--- config.mk ---
export PLATFORM = sky130hd
export DESIGN_NAME = tag_frame_parser
export DESIGN_NICKNAME = d
export VERILOG_FILES = /design/src/rtl/tfp_pkg.sv /design/src/rtl/tfp_hdr_detect.sv /design/src/rtl/tfp_parity_acc.sv /design/src/rtl/tag_frame_parser.sv
export SDC_FILE = /design/constraint.sdc
export NUM_CORES = 1
export LEC_CHECK = 0
export BUFFER_PORTS_ARGS = -buffer_cell sky130_fd_sc_hd__buf_2
export CORE_AREA = 2 2 102 104
export CTS_CLUSTER_DIAMETER = 30
export DETAILED_ROUTE_END_ITERATION = 16
export DIE_AREA = 0 0 104 106
export PLACE_DENSITY = 0.81
export RECOVER_POWER = 50
export SLEW_MARGIN = 20
export SYNTH_ARGS = -nofsm -noshare
export SYNTH_HDL_FRONTEND = slang
export SYNTH_SLANG_ARGS = --single-unit
--- constraint.sdc ---
create_clock -name clk -period 1.95 [get_ports clk]
set_input_delay 0.39 -clock clk [delete_from_list [all_inputs] [get_ports clk]]
set_output_delay 0.39 -clock clk [all_outputs]
set_load 0.01 [all_outputs]
--- src/rtl/tfp_pkg.sv ---
package tfp_pkg;
    typedef enum logic [1:0] {
        ST_HUNT = 2'd0,
        ST_ROWS = 2'd1,
        ST_COLS = 2'd2
    } tfp_state_e;
endpackage

--- src/rtl/tfp_hdr_detect.sv ---
module tfp_hdr_detect #(
    parameter int HDR_LEN = 9
) (
    input  logic clk,
    input  logic rst_n,
    input  logic en,
    input  logic bit_in,
    output logic found
);
    localparam int CW = $clog2(HDR_LEN + 1);
    logic [CW-1:0] run_q;

    assign found = en && bit_in && (run_q == CW'(HDR_LEN - 1));

    always_ff @(posedge clk or negedge rst_n) begin
        if (!rst_n)
            run_q <= '0;
        else if (en) begin
            if (!bit_in || found) run_q <= '0;
            else                  run_q <= run_q + 1'b1;
        end
    end

    // the run of ones never passes the header length
    p_run_bound_r2: assert property (@(posedge clk) disable iff (!rst_n)
        run_q < CW'(HDR_LEN));
    // a zero restarts the count
    p_zero_restart_r2: assert property (@(posedge clk) disable iff (!rst_n)
        (en && !bit_in) |=> (run_q == '0));
endmodule

--- src/rtl/tfp_parity_acc.sv ---
module tfp_parity_acc #(
    parameter int NIB_W = 4,
    parameter int IDX_W = $clog2(NIB_W + 1)
) (
    input  logic             clk,
    input  logic             rst_n,
    input  logic             clr,
    input  logic             dat_en,
    input  logic             par_en,
    input  logic [IDX_W-1:0] col_idx,
    input  logic             bit_in,
    output logic             row_bad,
    output logic [NIB_W-1:0] col_acc
);
    logic row_acc;

    assign row_bad = par_en && (row_acc ^ bit_in);

    always_ff @(posedge clk or negedge rst_n) begin
        if (!rst_n)                row_acc <= 1'b0;
        else if (clr || par_en)    row_acc <= 1'b0;
        else if (dat_en)           row_acc <= row_acc ^ bit_in;
    end

    for (genvar c = 0; c < NIB_W; c++) begin : g_col
        always_ff @(posedge clk or negedge rst_n) begin
            if (!rst_n)
                col_acc[c] <= 1'b0;
            else if (clr)
                col_acc[c] <= 1'b0;
            else if (dat_en && (col_idx == IDX_W'(c)))
                col_acc[c] <= col_acc[c] ^ bit_in;
        end
    end

    // a parity bit closes the row and restarts the row sum
    p_row_restart_r3: assert property (@(posedge clk) disable iff (!rst_n)
        (par_en && !clr) |=> (row_acc == 1'b0));
    // column sums start from zero after a header
    p_col_clear_r6: assert property (@(posedge clk) disable iff (!rst_n)
        clr |=> (col_acc == '0));
endmodule

--- src/rtl/tag_frame_parser.sv ---
module tag_frame_parser #(
    parameter int HDR_LEN  = 9,
    parameter int NUM_ROWS = 10,
    parameter int NIB_W    = 4,
    parameter int VER_ROWS = 2
) (
    input  logic                      clk,
    input  logic                      rst_n,
    input  logic                      bit_vld,
    input  logic                      bit_val,
    output logic [NUM_ROWS*NIB_W-1:0] tag_value,
    output logic [VER_ROWS*NIB_W-1:0] ver_value,
    output logic                      tag_strobe,
    output logic [NUM_ROWS-1:0]       row_par_err
);
    import tfp_pkg::*;

    localparam int TAG_W = NUM_ROWS * NIB_W;
    localparam int VER_W = VER_ROWS * NIB_W;
    localparam int POS_W = $clog2(NIB_W + 1);
    localparam int ROW_W = $clog2(NUM_ROWS);
    localparam int SEL_W = (NIB_W > 1) ? $clog2(NIB_W) : 1;

    tfp_state_e       state_q, state_d;
    logic [POS_W-1:0] pos_q, pos_d;
    logic [ROW_W-1:0] row_q, row_d;
    logic [TAG_W-1:0] shreg;
    logic             col_fail;
    logic             hdr_found, row_bad;
    logic [NIB_W-1:0] col_acc;

    wire in_rows  = bit_vld && (state_q == ST_ROWS);
    wire in_cols  = bit_vld && (state_q == ST_COLS);
    wire last_pos = (pos_q == POS_W'(NIB_W));
    wire dat_en   = in_rows && !last_pos;
    wire par_en   = in_rows && last_pos;
    wire col_chk  = in_cols && !last_pos;
    wire stop_now = in_cols && last_pos;
    wire col_sel  = col_acc[pos_q[SEL_W-1:0]];

    tfp_hdr_detect #(.HDR_LEN(HDR_LEN)) u_hdr (
        .clk    (clk),
        .rst_n  (rst_n),
        .en     (bit_vld && (state_q == ST_HUNT)),
        .bit_in (bit_val),
        .found  (hdr_found)
    );

    tfp_parity_acc #(.NIB_W(NIB_W), .IDX_W(POS_W)) u_par (
        .clk     (clk),
        .rst_n   (rst_n),
        .clr     (hdr_found),
        .dat_en  (dat_en),
        .par_en  (par_en),
        .col_idx (pos_q),
        .bit_in  (bit_val),
        .row_bad (row_bad),
        .col_acc (col_acc)
    );

    // next state
    always_comb begin
        state_d = state_q;
        pos_d   = pos_q;
        row_d   = row_q;
        if (bit_vld) begin
            unique case (state_q)
                ST_HUNT: if (hdr_found) begin
                    state_d = ST_ROWS;
                    pos_d   = '0;
                    row_d   = '0;
                end
                ST_ROWS: if (last_pos) begin
                    pos_d = '0;
                    if (row_q == ROW_W'(NUM_ROWS - 1)) begin
                        row_d   = '0;
                        state_d = ST_COLS;
                    end else begin
                        row_d = row_q + 1'b1;
                    end
                end else begin
                    pos_d = pos_q + 1'b1;
                end
                ST_COLS: if (last_pos) begin
                    pos_d   = '0;
                    state_d = ST_HUNT;
                end else begin
                    pos_d = pos_q + 1'b1;
                end
                default: state_d = ST_HUNT;
            endcase
        end
    end

    // state register
    always_ff @(posedge clk or negedge rst_n) begin
        if (!rst_n) begin
            state_q <= ST_HUNT;
            pos_q   <= '0;
            row_q   <= '0;
        end else begin
            state_q <= state_d;
            pos_q   <= pos_d;
            row_q   <= row_d;
        end
    end

    // outputs and frame data
    always_ff @(posedge clk or negedge rst_n) begin
        if (!rst_n) begin
            shreg       <= '0;
            col_fail    <= 1'b0;
            row_par_err <= '0;
            tag_value   <= '0;
            ver_value   <= '0;
            tag_strobe  <= 1'b0;
        end else begin
            tag_strobe <= 1'b0;
            if (hdr_found) begin
                row_par_err <= '0;
                col_fail    <= 1'b0;
            end
            if (dat_en)
                shreg <= {shreg[TAG_W-2:0], bit_val};
            if (row_bad)
                row_par_err[row_q] <= 1'b1;
            if (col_chk && (bit_val ^ col_sel))
                col_fail <= 1'b1;
            if (stop_now && !bit_val && !col_fail && (row_par_err == '0)) begin
                tag_strobe <= 1'b1;
                tag_value  <= shreg;
                ver_value  <= shreg[TAG_W-1 -: VER_W];
            end
        end
    end

    // strobe lasts one cycle
    p_strobe_pulse_r8: assert property (@(posedge clk) disable iff (!rst_n)
        tag_strobe |=> !tag_strobe);
    // tag holds between strobes
    p_tag_hold_r8: assert property (@(posedge clk) disable iff (!rst_n)
        !tag_strobe |-> ($stable(tag_value) && $stable(ver_value)));
    // version field mirrors the top of the tag
    p_ver_top_r5: assert property (@(posedge clk) disable iff (!rst_n)
        tag_strobe |-> (ver_value == tag_value[TAG_W-1 -: VER_W]));
    // no strobe over a row fault
    p_strobe_clean_r3: assert property (@(posedge clk) disable iff (!rst_n)
        tag_strobe |-> (row_par_err == '0));
    // rows start only after a header
    p_enter_rows_r2: assert property (@(posedge clk) disable iff (!rst_n)
        (state_q == ST_ROWS && $past(state_q) == ST_HUNT) |-> $past(hdr_found));
    // hunt resumes only after a stop bit
    p_back_hunt_r9: assert property (@(posedge clk) disable iff (!rst_n)
        (state_q == ST_HUNT && $past(state_q) == ST_COLS) |-> $past(stop_now));
    // idle cycles leave the control state alone
    p_idle_r10: assert property (@(posedge clk) disable iff (!rst_n)
        !bit_vld |=> ($stable(state_q) && $stable(pos_q) && $stable(row_q)));
endmodule

# [After elaboration in Yosys (flattened, before gate mapping)]
# Cells that the tools add are included.
[op_classes] n_mux=32 reduce_logical=39 eq_ne=12 n_lt_le_gt_ge=3 addsub=3 n_bitwise=7
[op_table] op="two-way mux 10 bit" count=2
[op_table] op="logical AND 1 bit" count=19
[op_table] op="two-way mux 4 bit" count=4
[op_table] op="nonzero test 2 bit" count=8
[op_table] op="two-way mux 1 bit" count=15
[op_table] op="zero test 10 bit" count=1
[op_table] op="bitwise OR 10 bit" count=1
[op_table] op="adder 4 x 1 -> 4 bit, second input constant" count=2
[op_table] op="== test 4 bit, second input constant" count=2
[op_table] op="two-way mux 2 bit" count=4
[op_table] op="one-hot mux 4 bit (2 select lines)" count=1
[op_table] op="== test 3 x 2 -> 1 bit, second input constant" count=2
[op_table] op="two-way mux 3 bit" count=2
[op_table] op="one-hot mux 2 bit (3 select lines)" count=1
[op_table] op="one-hot mux 3 bit (2 select lines)" count=1
[op_table] op="bitwise XOR 1 bit" count=6
[op_table] op="< comparator 4 x 5 -> 1 bit, second input constant" count=1
[op_table] op="AND reduction 5 bit" count=1
[op_table] op="demux 1 bit (select 4 bit)" count=1
[op_table] op="greater-or-equal comparator 4 x 1 -> 1 bit, second input constant" count=1
[op_table] op="inequality test 2 x 1 -> 1 bit, second input constant" count=2
[op_table] op="inequality test 2 bit, second input constant" count=2
[op_table] op="AND reduction 4 bit" count=1
[op_table] op="adder 3 x 1 -> 3 bit, second input constant" count=1
[op_table] op="other kinds (12)" count=15
[word_totals] output_inout_bits=59 in_bits=4 word_cells=111 regBits=118

# [Depth between registers and ports, before layout]
# Gate-level depths: netlist (run 1).
[depth] ltp_word=7 depth_mapped=8 ltp_nobuf=6

# [Modules after synthesis]
# A second synthesis (run 1) with hierarchy kept.
[unflattened] cells_unflattened=347 area_unflattened_um2=4893.4
[modules_own_cells] mod="tag_frame_parser" n_inst=1 area_each_um2=4399.2 cells_per_inst=296 seq_area_each_um2=2527.4
[modules_own_cells] mod="tfp_parity_acc" n_inst=1 area_each_um2=260.2 cells_per_inst=26 seq_area_each_um2=125.1
[modules_own_cells] mod="tfp_hdr_detect" n_inst=1 area_each_um2=234.0 cells_per_inst=25 seq_area_each_um2=100.1

# [Worst setup path after synthesis (run 1)]
# No wires, ideal clock.
[synth_timing] path_kind="register to register" start="register pos_q[0]" end="register shreg[10]" path_buffers=2 arrival_ps=1721 path_stages_with_launch=8 synth_period_minus_slack_ps=1846 path_slack_ps=104 path_cell_list="dfrtp_1 > inv_1 > ha_1 > nand2_1 > and2_1 > clkbuf_1 > buf_2 > mux2_2"
[synth_via] elab_chain_cells=3
[synth_rtl] element="start, declared" line_no="tag_frame_parser.sv:25" rtl="logic [POS_W-1:0] pos_q, pos_d;"
[synth_rtl] element="start signal, assigned" line_no="tag_frame_parser.sv:103" rtl="pos_q <= pos_d;"
[synth_rtl] element="== test 3 bit" line_no="tag_frame_parser.sv:34" rtl="wire last_pos = (pos_q == POS_W'(NIB_W));"
[synth_rtl] element="zero test 1 bit" line_no="tag_frame_parser.sv:35" rtl="wire dat_en = in_rows && !last_pos;"
[synth_rtl] element="logical AND 1 bit" line_no="tag_frame_parser.sv:35"
[synth_rtl] element="end signal, assigned" line_no="tag_frame_parser.sv:124" rtl="shreg <= {shreg[TAG_W-2:0], bit_val};"
[synth_rtl] element="end, declared" line_no="tag_frame_parser.sv:27" rtl="logic [TAG_W-1:0] shreg;"
# Every way passes these cells.
# A chain may end at the register's enable or synchronous reset.

# [Worst setup path in the final report (run 1)]
[layout_timing] start="register pos_q[1]" end="register state_q[1]"
[layout_via] elab_chain_cells=3
[layout_rtl] element="== test 3 bit (*)" line_no="tag_frame_parser.sv:34"
[layout_rtl] element="inequality test 2 bit (no line)"
[layout_rtl] element="AND reduction 5 bit (no line) (*)"
[layout_rtl] element="end signal, assigned" line_no="tag_frame_parser.sv:102" rtl="state_q <= state_d;"
[layout_rtl] element="end, declared" line_no="tag_frame_parser.sv:24" rtl="tfp_state_e state_q, state_d;"
# Mark *: on every way between the ends. The rest lies on a longest branch, timed or not.

==> flow_summary.rst, run 1 <==
.. list-table::
   :header-rows: 1

   * - Metric
     - Value
   * - Result of the run
     - finished, final reports clean
   * - Share of the yosys chip area belonging to registers
     - 0.5654
   * - Largest incremental delay on the critical path
     - 450 ps
   * - Final min period
     - 1850 ps
   * - Worst-path cell chain
     - inv_1, ha_1, nand2_1, buf_4, nor3b_1, o21ai_1, mux2_2
   * - Worst setup path class
     - flop to flop
   * - Hold crit path type
     - primary input to flop
   * - Number of antenna violations at the first check in global routing
     - 0
   * - Slew HR
     - 0.5793
   * - Fraction of final layout cells with drive strength greater than 1
     - 0.3774
   * - Half-perimeter wire length after placement
     - 6134 um
   * - Overflow left after global routing
     - 0
   * - Count of input and output buffers
     - 62
   * - Highest-delay cell along the critical path
     - sky130_fd_sc_hd__dfrtp_1
   * - Io pins
     - 63
   * - Routed len/inst
     - 15.80 um
   * - Final hold violation count
     - 0
   * - Final core area utilization
     - 0.5509
   * - Max Cap Violations
     - 0
   * - Worst setup SP type
     - flop
   * - Standard-cell row count
     - 37
   * - Number of fill cells in the layout
     - 827
   * - Core Footprint
     - 0.01000 sq mm
   * - Via count
     - 2948
   * - Vias per cell
     - 5.341
   * - Endpoint type of the worst setup path
     - flop
   * - Sum Neg Setup Slack
     - 0 ps
   * - Dominant cell type by area after synthesis
     - sky130_fd_sc_hd__dfrtp_1
   * - Most frequent cells in the layout
     - sky130_fd_sc_hd__dfrtp_1 (110), sky130_fd_sc_hd__mux2_2 (44), sky130_fd_sc_hd__mux2_4 (39)
   * - Maximum clock insertion buffer count
     - 2
   * - Drt initial violations
     - 143
   * - Synth warnings
     - 0
   * - Share of the clock period used by the worst path after layout
     - 0.9488
   * - Number of global-route vias before repair
     - 2958
   * - Clock network latency to the later pin of the worst-skew pair
     - 370 ps
   * - Weighted congestion at the end of routability-driven global placement
     - 0.8409
   * - Pwr Total
     - 0.005679 W
   * - Area contributors post-synth
     - sky130_fd_sc_hd__dfrtp_1 (57%), sky130_fd_sc_hd__mux2_4 (12%), sky130_fd_sc_hd__mux2_2 (10%), sky130_fd_sc_hd__ha_1 (2.8%), sky130_fd_sc_hd__nand2_1 (1.5%)
   * - Net total in the final layout
     - 426
   * - Share of synthesized registers carrying an async set or reset
     - 1.000
   * - Clock Skew
     - 15.03 ps
   * - Starting density of the core
     - 0.4869
   * - Root Buffer
     - sky130_fd_sc_hd__clkbuf_8
   * - Cell variety after synth
     - 45
   * - Unrepaired setup endpoints after global routing
     - no
   * - Count of flip-flops with a built-in enable after synthesis
     - 0
   * - Drc violations
     - 0
   * - Maximum fanout encountered on the critical timing path
     - 5
   * - Final routed wirelength across all metal layers
     - 8722 um
   * - Number of clock sinks
     - 110
   * - Clock buffers created by TritonCTS
     - 9
   * - Synthesized instance count
     - 346
   * - Final Setup Violations
     - 0
   * - Final non-filler cell area
     - 0.005509 sq mm
   * - Crit path DAT
     - 2110 ps
   * - Largest net degree at the start of global routing
     - 47
   * - Achievable clock frequency
     - 0.5405 GHz
   * - Clock tree from TritonCTS
     - yes
   * - Floorplan die area
     - 0.01102 sq mm
   * - Top flip-flop cell by instance count after synthesis
     - sky130_fd_sc_hd__dfrtp_1
   * - Overall track demand over capacity in global routing
     - 0.1624
   * - Post-placement cell area
     - 0.005366 sq mm
   * - Area delta synth->final
     - 13.16%
   * - Slew @ Worst Pin
     - 631.1 ps
   * - Ant. Diodes
     - 0
   * - Die Y
     - 106 um
   * - Reg clk slew, reported paths
     - 110 ps
   * - Global-route wire length before repair
     - 14370 um
   * - Seq cells post-synth
     - 110
   * - Most common library cell in the layout ignoring fill and taps
     - sky130_fd_sc_hd__dfrtp_1
   * - Power per cell area
     - 1031 mW/mm^2
   * - Length of the first detailed-routing pass in iterations
     - 4
   * - Count of H-tree levels built during CTS
     - 3
   * - Number of max-slew violations in the final report
     - 0
   * - Data required time at the worst endpoint
     - 2210 ps
   * - Highest ir drop seen on vdd
     - 0.5889 mV
   * - Leakage power
     - 2.849 nW
   * - Share of the synthesized area in the top cell type
     - 0.5654
   * - Post-Syn Area per Cell
     - 14.07 sq um
   * - Synthesized Nets
     - 361
   * - Number of nets with antenna violations after routing
     - 0
   * - Total standard cell area after synthesis
     - 0.004868 sq mm
   * - Width of the die
     - 104 um
where the power goes:
group	internal, W	switching [W]	leakage (nW)
Sequential	0.00255	0.000224	1.50
Clock	0.000500	0.000819	0.0961
Combinational	0.000742	0.000849	1.25
Total	0.00379	0.00189	2.85
Yosys cell counts, drive strengths merged, types with 2 or more instances:
library cell / n
nand2: 19
a22o: 8
nor4: 3
xnor2: 2
clkbuf: 4
ha: 11
nor3b: 3
o21ai: 11
xor2: 5
a21oi: 4
nand3b: 2
nor3: 3
and2: 4
inv: 9
buf: 21
nor2b: 4
nor2: 12
dfrtp: 110
o211ai: 2
a32o: 3
nand3: 3
nand4: 4
mux2: 83
and4b: 2
logic make-up (layout without fill, tap and decap cells):
group / Yosys count / count (layout) / synth area share
adder cells (fa/ha/maj): 11 / 11 / 0.02827
AO/OA/AOI/OAI: 38 / 38 / 0.05629
XOR/XNOR: 7 / 7 / 0.01259
buffers and inverters: 34 / 104 / 0.04086
AND/OR/NAND/NOR: 61 / 61 / 0.06784
multiplexers: 85 / 85 / 0.2287
flip-flops: 110 / 110 / 0.5654
worst max-delay path: cells and delay by family (launching register included):
family	cells	cell delay [ps]
mux	1	290
buf+inv	2	290
flops	1	450
compound gates	1	140
fa+ha+maj	1	210
simple gates	2	360
final timing paths:
| check | startpoint | slack [ps] | cells after the start | endpoint |
|---|---|---|---|---|
| setup reg to reg | pos_q[1] | 100 | 7 | state_q[1] |
| hold / removal | bit_val | 370 | 3 | u_hdr.run_q[0] |
| hold reg to reg | col_fail | 520 | 2 | col_fail |
| min in group asynchronous | rst_n | 560 | 2 | tag_value[29] |
| setup / recovery | pos_q[1] | 100 | 7 | state_q[1] |
| max in group asynchronous | rst_n | 260 | 3 | u_par.col_acc[2] |
state kept, by name (all words and copies together) (netlist names):
signal         cells
shreg             40
tag_value         40
row_par_err       10
row_q              4
u_hdr.run_q        4
u_par.col_acc      4
pos_q              3
state_q            2
col_fail           1
tag_strobe         1
u_par.row_acc      1
metal layers:
layer | vias up | part of all wire | global-route usage | wire [um]
li1 | 1348 | - | - | -
met5 | - | 0 | 0 | 0
met4 | 0 | 0.019 | 0.05888 | 168
met2 | 82 | 0.49 | 0.2669 | 4292
met3 | 15 | 0.037 | 0.03556 | 324
met1 | 1503 | 0.45 | 0.2136 | 3936
what timing repair did:
item	CTS	global route
endpoints found under the setup margin	0	40
setup buffers	0	0
hold buffers	1	0
endpoints found under the hold margin	26	0
gates resized for setup	0	2
area by class of cell:
| class | instances | area (sq um) | area share |
|---|---|---|---|
| clock buffers | 10 | 127.6 | 0.02317 |
| clock inverters | 6 | 62.56 | 0.01136 |
| inverters | 9 | 33.78 | 0.006132 |
| multi-input cells | 202 | 1929 | 0.3502 |
| flip-flops and latches | 110 | 2753 | 0.4997 |
| well taps | 136 | 170.2 | 0.03089 |
| repair buffers | 79 | 432.9 | 0.07858 |
stage by stage:
stage | hold slack [ps] | instances | setup slack, ps
2_1_floorplan | 94.41 | 346 | 104.1
3_3_place_gp | 329.5 | 535 | 171.7
3_5_place_dp | 332.1 | 535 | 101.7
4_1_cts | 348.6 | 552 | 73.84
5_1_grt | 402.6 | 552 | 5.294
6_report | 368.3 | 552 | 99.93
(Power assumes the default switching activity.)
==> run 2, diff against run 1 <==
--- a/config.mk
+++ b/config.mk
@@ -12,6 +12,7 @@
 export DIE_AREA = 0 0 104 106
 export PLACE_DENSITY = 0.81
 export RECOVER_POWER = 50
+export SETUP_SLACK_MARGIN = 0.5
 export SLEW_MARGIN = 20
 export SYNTH_ARGS = -nofsm -noshare
 export SYNTH_HDL_FRONTEND = slang
==> flow_summary.rst, run 2 (synthesis gave the netlist of run 1 again) <==
.. list-table::
   :header-rows: 1

   * - Metric
     - Value
   * - Result of the run
     - finished, final reports clean
   * - Max Cap Violations
     - 0
   * - Unrepaired setup endpoints after global routing
     - yes
   * - Slew @ Worst Pin
     - 934.3 ps
   * - Worst setup SP type
     - flop
   * - Final min period
     - 1763 ps
   * - Clock buffers created by TritonCTS
     - 9
   * - Starting density of the core
     - 0.4869
   * - Endpoint type of the worst setup path
     - flop
   * - Routed len/inst
     - 17.57 um
   * - Reg clk slew, reported paths
     - 100 ps
   * - Drc violations
     - 0
   * - Clock network latency to the later pin of the worst-skew pair
     - 360 ps
   * - Achievable clock frequency
     - 0.5671 GHz
   * - Slew HR
     - 0.3772
   * - Fraction of final layout cells with drive strength greater than 1
     - 0.5172
   * - Ant. Diodes
     - 0
   * - Highest ir drop seen on vdd
     - 1.011 mV
   * - Clock Skew
     - 13.89 ps
   * - Clock tree from TritonCTS
     - yes
   * - Vias per cell
     - 5.324
   * - Count of H-tree levels built during CTS
     - 3
   * - Width of the die
     - 104 um
   * - Maximum clock insertion buffer count
     - 2
   * - Weighted congestion at the end of routability-driven global placement
     - 0.7655
   * - Footprint of the multi-input gates
     - 0.002176 sq mm
   * - Final non-filler cell area
     - 0.006411 sq mm
   * - Worst r2r src
     - state_q[0]
   * - Power share of the sequential group
     - 0.404
   * - Number of global-route vias before repair
     - 3119
   * - Final routed wirelength across all metal layers
     - 10580 um
   * - Crit path from
     - state_q[0]
   * - Overflow left after global routing
     - 0
   * - Number of max-slew violations in the final report
     - 0
   * - Worst setup path class
     - flop to flop
   * - Overall track demand over capacity in global routing
     - 0.1786
   * - Most frequent cells in the layout
     - sky130_fd_sc_hd__dfrtp_1 (110), sky130_fd_sc_hd__mux2_2 (42), sky130_fd_sc_hd__mux2_4 (41)
   * - Leakage power
     - 3.249 nW
   * - Final Setup Violations
     - 0
   * - Core Footprint
     - 0.01000 sq mm
   * - Area delta synth->final
     - 31.69%
   * - Number of antenna violations at the first check in global routing
     - 0
   * - Net load switching power
     - 0.002319 W
   * - Switching fraction of total power
     - 0.3298
   * - Number of clock sinks
     - 110
   * - Net total in the final layout
     - 476
   * - Most common library cell in the layout ignoring fill and taps
     - sky130_fd_sc_hd__dfrtp_1
   * - Length of the first detailed-routing pass in iterations
     - 4
   * - Largest registers ranked by flip-flop count
     - shreg: 40 flops, tag_value: 40 flops, row_par_err: 10 flops
   * - Share of the clock period used by the worst path after layout
     - 0.9043
   * - Sum Neg Setup Slack
     - 0 ps
   * - Io pins
     - 63
   * - Global-route wire length before repair
     - 15710 um
   * - Via count
     - 3205
   * - Die Y
     - 106 um
   * - Floorplan die area
     - 0.01102 sq mm
   * - Number of fill cells in the layout
     - 733
   * - Maximum fanout encountered on the critical timing path
     - 5
   * - Logic gate share of total power
     - 0.391
   * - Drt initial violations
     - 114
   * - Hold Crit Start
     - bit_vld
   * - Crit path DAT
     - 2010 ps
   * - Power per cell area
     - 1097 mW/mm^2
   * - Standard-cell row count
     - 37
   * - Root Buffer
     - sky130_fd_sc_hd__clkbuf_8
   * - Half-perimeter wire length after placement
     - 6010 um
   * - Data required time at the worst endpoint
     - 2190 ps
   * - Count of input and output buffers
     - 62
   * - Final hold violation count
     - 0
   * - Number of nets with antenna violations after routing
     - 0
   * - Post-placement cell area
     - 0.005396 sq mm
   * - Largest net degree at the start of global routing
     - 40
   * - Sequential cell area
     - 0.002753 sq mm
   * - Clock share of power
     - 0.204
   * - Hold crit path type
     - primary input to flop
   * - Internal portion of total power
     - 0.004711 W
-- run 2: critical path, stage by stage, from the launching register on --
cell and delay (ps):
sky130_fd_sc_hd__dfrtp_1 450, sky130_fd_sc_hd__buf_6 130, sky130_fd_sc_hd__ha_4 120, sky130_fd_sc_hd__and2_4 140
sky130_fd_sc_hd__and2_4 200, sky130_fd_sc_hd__buf_6 140, sky130_fd_sc_hd__clkbuf_16 130, sky130_fd_sc_hd__mux2_2 330
-- run 2: repair_timing --
item	4_1_cts	5_1_grt
gates resized for setup	41	41
hold buffers	1	0
endpoints found under the setup margin	108	110
pin swaps	4	22
setup buffers	31	13
cloned	3	4
endpoints found under the hold margin	35	0
-- run 2: path summary, 6_finish.rpt --
check	end	slack, ps	cells past startpoint
worst max-delay path	shreg[37]	190	7
worst min-delay path	col_fail	400	3
worst max register to register	shreg[37]	190	7
worst min register to register	tag_value[39]	520	1
max in group asynchronous	tag_value[22]	460	3
min in group asynchronous	tag_value[25]	690	2
-- run 2: layout make-up --
class                      count  area share
clock buffer                  10     0.02147
clock inverter                 6     0.01190
inverter                       9    0.005269
multi-input combinational    202      0.3394
sequential                   110      0.4294
tap                          136     0.02654
timing repair buffer         129      0.1661
-- run 2: through the flow --
step           setup slack (ps)  instances  utilization  total power, W  hold WS, ps
3_5_place_dp              82.20        534       0.5397        0.004428        380.4
4_1_cts                   246.6        585       0.6107        0.006485        376.2
6_report                  186.6        602       0.6411        0.007030        400.8
2_1_floorplan             351.4        346            -        0.004023        94.41
3_3_place_gp              133.1        534       0.5397        0.004342        383.4
5_1_grt                   151.0        602       0.6411        0.007365        404.4
-- run 2: metal layers --
metal  global-route usage  wire length (um)
met1               0.2342              4494
met3              0.03617               384
met5                    0                 0
met2               0.2970              5407
met4              0.06371               291
-- run 2: power by group through the flow --
stage	registers, W	clock network (W)	logic (W)
after detailed placement	0.00286	0	0.00157
final	0.00284	0.00144	0.00275
after CTS	0.00280	0.00147	0.00221
after global placement	0.00284	0	0.00150
after global routing	0.00287	0.00158	0.00291
after floorplan	0.00279	0	0.00124
==> run 3, diff against run 2 <==
--- a/config.mk
+++ b/config.mk
@@ -5,11 +5,12 @@
 export SDC_FILE = /design/constraint.sdc
 export NUM_CORES = 1
 export LEC_CHECK = 0
+export ABC_AREA = 1
 export BUFFER_PORTS_ARGS = -buffer_cell sky130_fd_sc_hd__buf_2
-export CORE_AREA = 2 2 102 104
+export CORE_AREA = 2 2 103 105
 export CTS_CLUSTER_DIAMETER = 30
 export DETAILED_ROUTE_END_ITERATION = 16
-export DIE_AREA = 0 0 104 106
+export DIE_AREA = 0 0 105 107
 export PLACE_DENSITY = 0.81
 export RECOVER_POWER = 50
 export SETUP_SLACK_MARGIN = 0.5
==> flow_summary.rst, run 3 <==
.. list-table::
   :header-rows: 1

   * - Metric
     - Value
   * - Starting density of the core
     - 0.4877
   * - Share of the yosys chip area belonging to registers
     - 0.5592
   * - Clock Skew
     - 16.16 ps
   * - Cell variety after synth
     - 29
   * - Most common library cell in the layout ignoring fill and taps
     - sky130_fd_sc_hd__nand2_1
   * - Worst Hold Path Cells
     - 4
   * - Layout Cells excl Fill
     - 839
   * - Fraction of final layout cells with drive strength greater than 1
     - 0.3329
   * - Clock tree from TritonCTS
     - yes
   * - Top flip-flop cell by instance count after synthesis
     - sky130_fd_sc_hd__dfrtp_1
   * - Worst setup path class
     - flop to flop
   * - Count of input and output buffers
     - 62
   * - Highest ir drop seen on vdd
     - 0.5982 mV
   * - Maximum clock insertion buffer count
     - 2
   * - Maximum fanout encountered on the critical timing path
     - 7
   * - Slew @ Worst Pin
     - 935.0 ps
   * - Count of H-tree levels built during CTS
     - 3
   * - Seq cells post-synth
     - 110
   * - Share of the clock period used by the worst path after layout
     - 0.8845
   * - Synth warnings
     - 0
   * - Cells after DPL
     - 753
   * - Number of nets with antenna violations after routing
     - 0
   * - Data required time at the worst endpoint
     - 2220 ps
   * - Logic depth of the worst register-to-register path
     - 12
   * - Clock buffers created by TritonCTS
     - 9
   * - Largest registers ranked by flip-flop count
     - shreg: 40 flops, tag_value: 40 flops, row_par_err: 10 flops
   * - Clock network latency to the later pin of the worst-skew pair
     - 380 ps
   * - Number of global-route vias before repair
     - 4364
   * - Final Setup Violations
     - 0
   * - Net total in the final layout
     - 713
   * - Drt initial violations
     - 441
   * - Synthesized instance count
     - 579
   * - Achievable clock frequency
     - 0.5798 GHz
   * - Floorplan die area
     - 0.01124 sq mm
   * - Largest net degree at the start of global routing
     - 46
   * - Count of flip-flops with a built-in enable after synthesis
     - 0
   * - Final min period
     - 1725 ps
   * - Power per cell area
     - 1051 mW/mm^2
   * - Result of the run
     - finished, final reports clean
   * - Via count
     - 4797
   * - Share of the synthesized area in the top cell type
     - 0.5592
   * - Total standard cell area after synthesis
     - 0.004922 sq mm
   * - Length of the first detailed-routing pass in iterations
     - 7
   * - Area contributors post-synth
     - sky130_fd_sc_hd__dfrtp_1 (56%), sky130_fd_sc_hd__nand2_1 (21%), sky130_fd_sc_hd__nand3_1 (5.9%), sky130_fd_sc_hd__ha_1 (2.8%), sky130_fd_sc_hd__buf_4 (2.6%)
   * - Overall track demand over capacity in global routing
     - 0.2472
   * - Sum Neg Setup Slack
     - 0 ps
   * - Global-route wire length before repair
     - 21810 um
   * - Share of synthesized registers carrying an async set or reset
     - 1.000
   * - Number of fill cells in the layout
     - 700
   * - Final routed wirelength across all metal layers
     - 15890 um
   * - Core Footprint
     - 0.01009 sq mm
   * - Most numerous cell types in the synthesized netlist
     - sky130_fd_sc_hd__nand2_1 (269), sky130_fd_sc_hd__dfrtp_1 (110), sky130_fd_sc_hd__nand3_1 (58), sky130_fd_sc_hd__inv_1 (26), sky130_fd_sc_hd__nor2_1 (22)
   * - Most frequent cells in the layout
     - sky130_fd_sc_hd__nand2_1 (198), sky130_fd_sc_hd__dfrtp_1 (108), sky130_fd_sc_hd__nand2_2 (57)
   * - Io pins
     - 63
   * - Reg clk slew, reported paths
     - 110 ps
   * - Max Cap Violations
     - 0
   * - Dominant cell type by area after synthesis
     - sky130_fd_sc_hd__dfrtp_1
   * - Hold crit path type
     - primary input to flop
   * - Number of max-slew violations in the final report
     - 0
   * - Weighted congestion at the end of routability-driven global placement
     - 0.8416
   * - Endpoint type of the worst setup path
     - flop
   * - Ant. Diodes
     - 0
   * - Slew HR
     - 0.3766
   * - Unrepaired setup endpoints after global routing
     - yes
   * - Drc violations
     - 0
   * - Worst setup SP type
     - flop
   * - Die Y
     - 107 um
   * - Post-Syn Area per Cell
     - 8.501 sq um
   * - Final core area utilization
     - 0.6777
   * - Area delta synth->final
     - 38.94%
   * - Standard-cell row count
     - 37
   * - Routed len/inst
     - 18.94 um
   * - Half-perimeter wire length after placement
     - 6527 um
   * - Synthesized Nets
     - 594
   * - Number of clock sinks
     - 110
   * - Post-Route Hold Slack
     - 422.3 ps
   * - Leakage power
     - 3.575 nW
   * - Overflow left after global routing
     - 0
   * - Width of the die
     - 105 um
   * - Crit path DAT
     - 2000 ps
   * - Pwr Total
     - 0.007186 W
   * - Number of antenna violations at the first check in global routing
     - 0
   * - Root Buffer
     - sky130_fd_sc_hd__clkbuf_8
   * - Cell with the most instances after synthesis
     - sky130_fd_sc_hd__nand2_1
   * - Final hold violation count
     - 0
   * - Vias per cell
     - 5.718
==> run 3: cell types whose count changed after synthesis, sizes merged, moves of 4 or more <==
| cell | previous run | this run |
|---|---|---|
| nand2 | 19 | 271 |
| mux2 | 83 | 0 |
| nand3 | 3 | 60 |
| inv | 9 | 31 |
| nor2 | 12 | 25 |
| a22o | 8 | 0 |
| o22ai | 1 | 7 |
| buf | 21 | 26 |
| and2 | 4 | 0 |
| nor2b | 4 | 0 |
==> run 3: worst paths after layout <==
check                         startpoint             to  slack, ps
max                             pos_q[1]      shreg[24]        230
min                              bit_val       col_fail        420
max reg2reg                     pos_q[1]      shreg[24]        230
min reg2reg                tag_value[29]  tag_value[29]        480
max in group asynchronous          rst_n      shreg[26]        530
min in group asynchronous          rst_n  tag_value[37]        670
==> run 3: cell families after synthesis <==
kind of cell	count (synthesis)	synth area share
adder cells (fa/ha/maj)	11	0.02796
flip-flops	110	0.5592
XOR/XNOR	4	0.007117
AO/OA/AOI/OAI	24	0.03076
AND/OR/NAND/NOR	366	0.3058
buffers and inverters	64	0.06914
==> run 3: power by group <==
group / switching [W] / internal (W) / leakage (nW) / total (W)
registers: 0.000309 / 0.00254 / 1.49 / 0.00285
clock network: 0.000830 / 0.000476 / 0.0846 / 0.00131
logic: 0.00169 / 0.00134 / 2.00 / 0.00303
total: 0.00283 / 0.00436 / 3.57 / 0.00719
==> run 3: metrics by stage <==
step | worst slack [ps] | instance area, sq um
final | 225.2 | 6839
after global routing | 190.3 | 6839
after CTS | 362.2 | 6372
after detailed placement | 187.7 | 5331
after global placement | 281.5 | 5331
after floorplan | 503.9 | 4961
==> run 3: layer usage <==
metal	part of all wire	track usage	vias to the layer above
li1	-	-	2060
met1	0.35	0.2964	2310
met2	0.50	0.4286	321
met3	0.074	0.04742	106
met4	0.074	0.1200	0
met5	0	0	-
==> run 3: worst max-delay path, stage by stage, from the launching register on <==
cell	delay (ps)
sky130_fd_sc_hd__dfrtp_1	390
sky130_fd_sc_hd__inv_2	70
sky130_fd_sc_hd__ha_4	160
sky130_fd_sc_hd__nand2_4	70
sky130_fd_sc_hd__inv_4	50
sky130_fd_sc_hd__buf_12	120
sky130_fd_sc_hd__nor2_4	140
sky130_fd_sc_hd__buf_6	130
sky130_fd_sc_hd__buf_16	170
sky130_fd_sc_hd__buf_12	150
sky130_fd_sc_hd__inv_12	50
sky130_fd_sc_hd__nand2_2	60
sky130_fd_sc_hd__nand2_1	60
==> run 3: what timing repair did <==
item / 4_1_cts / 5_1_grt
cloned: 13 / 4
pin swaps: 18 / 23
endpoints found under the hold margin: 33 / 0
gates resized for setup: 96 / 67
setup buffers: 33 / 19
endpoints found under the setup margin: 109 / 110
hold buffers: 1 / 0
==> run 3: layout make-up <==
cell class              count  area, sq um  share of cell area
repair inverters            7        107.6             0.01573
multi-input cells         409         2288              0.3346
flip-flops and latches    110         2755              0.4029
clock inverters             6        45.04            0.006586
repair buffers            130         1200              0.1754
well taps                 136        170.2             0.02488
clock buffers              10        127.6             0.01866
inverters                  31        145.1             0.02122
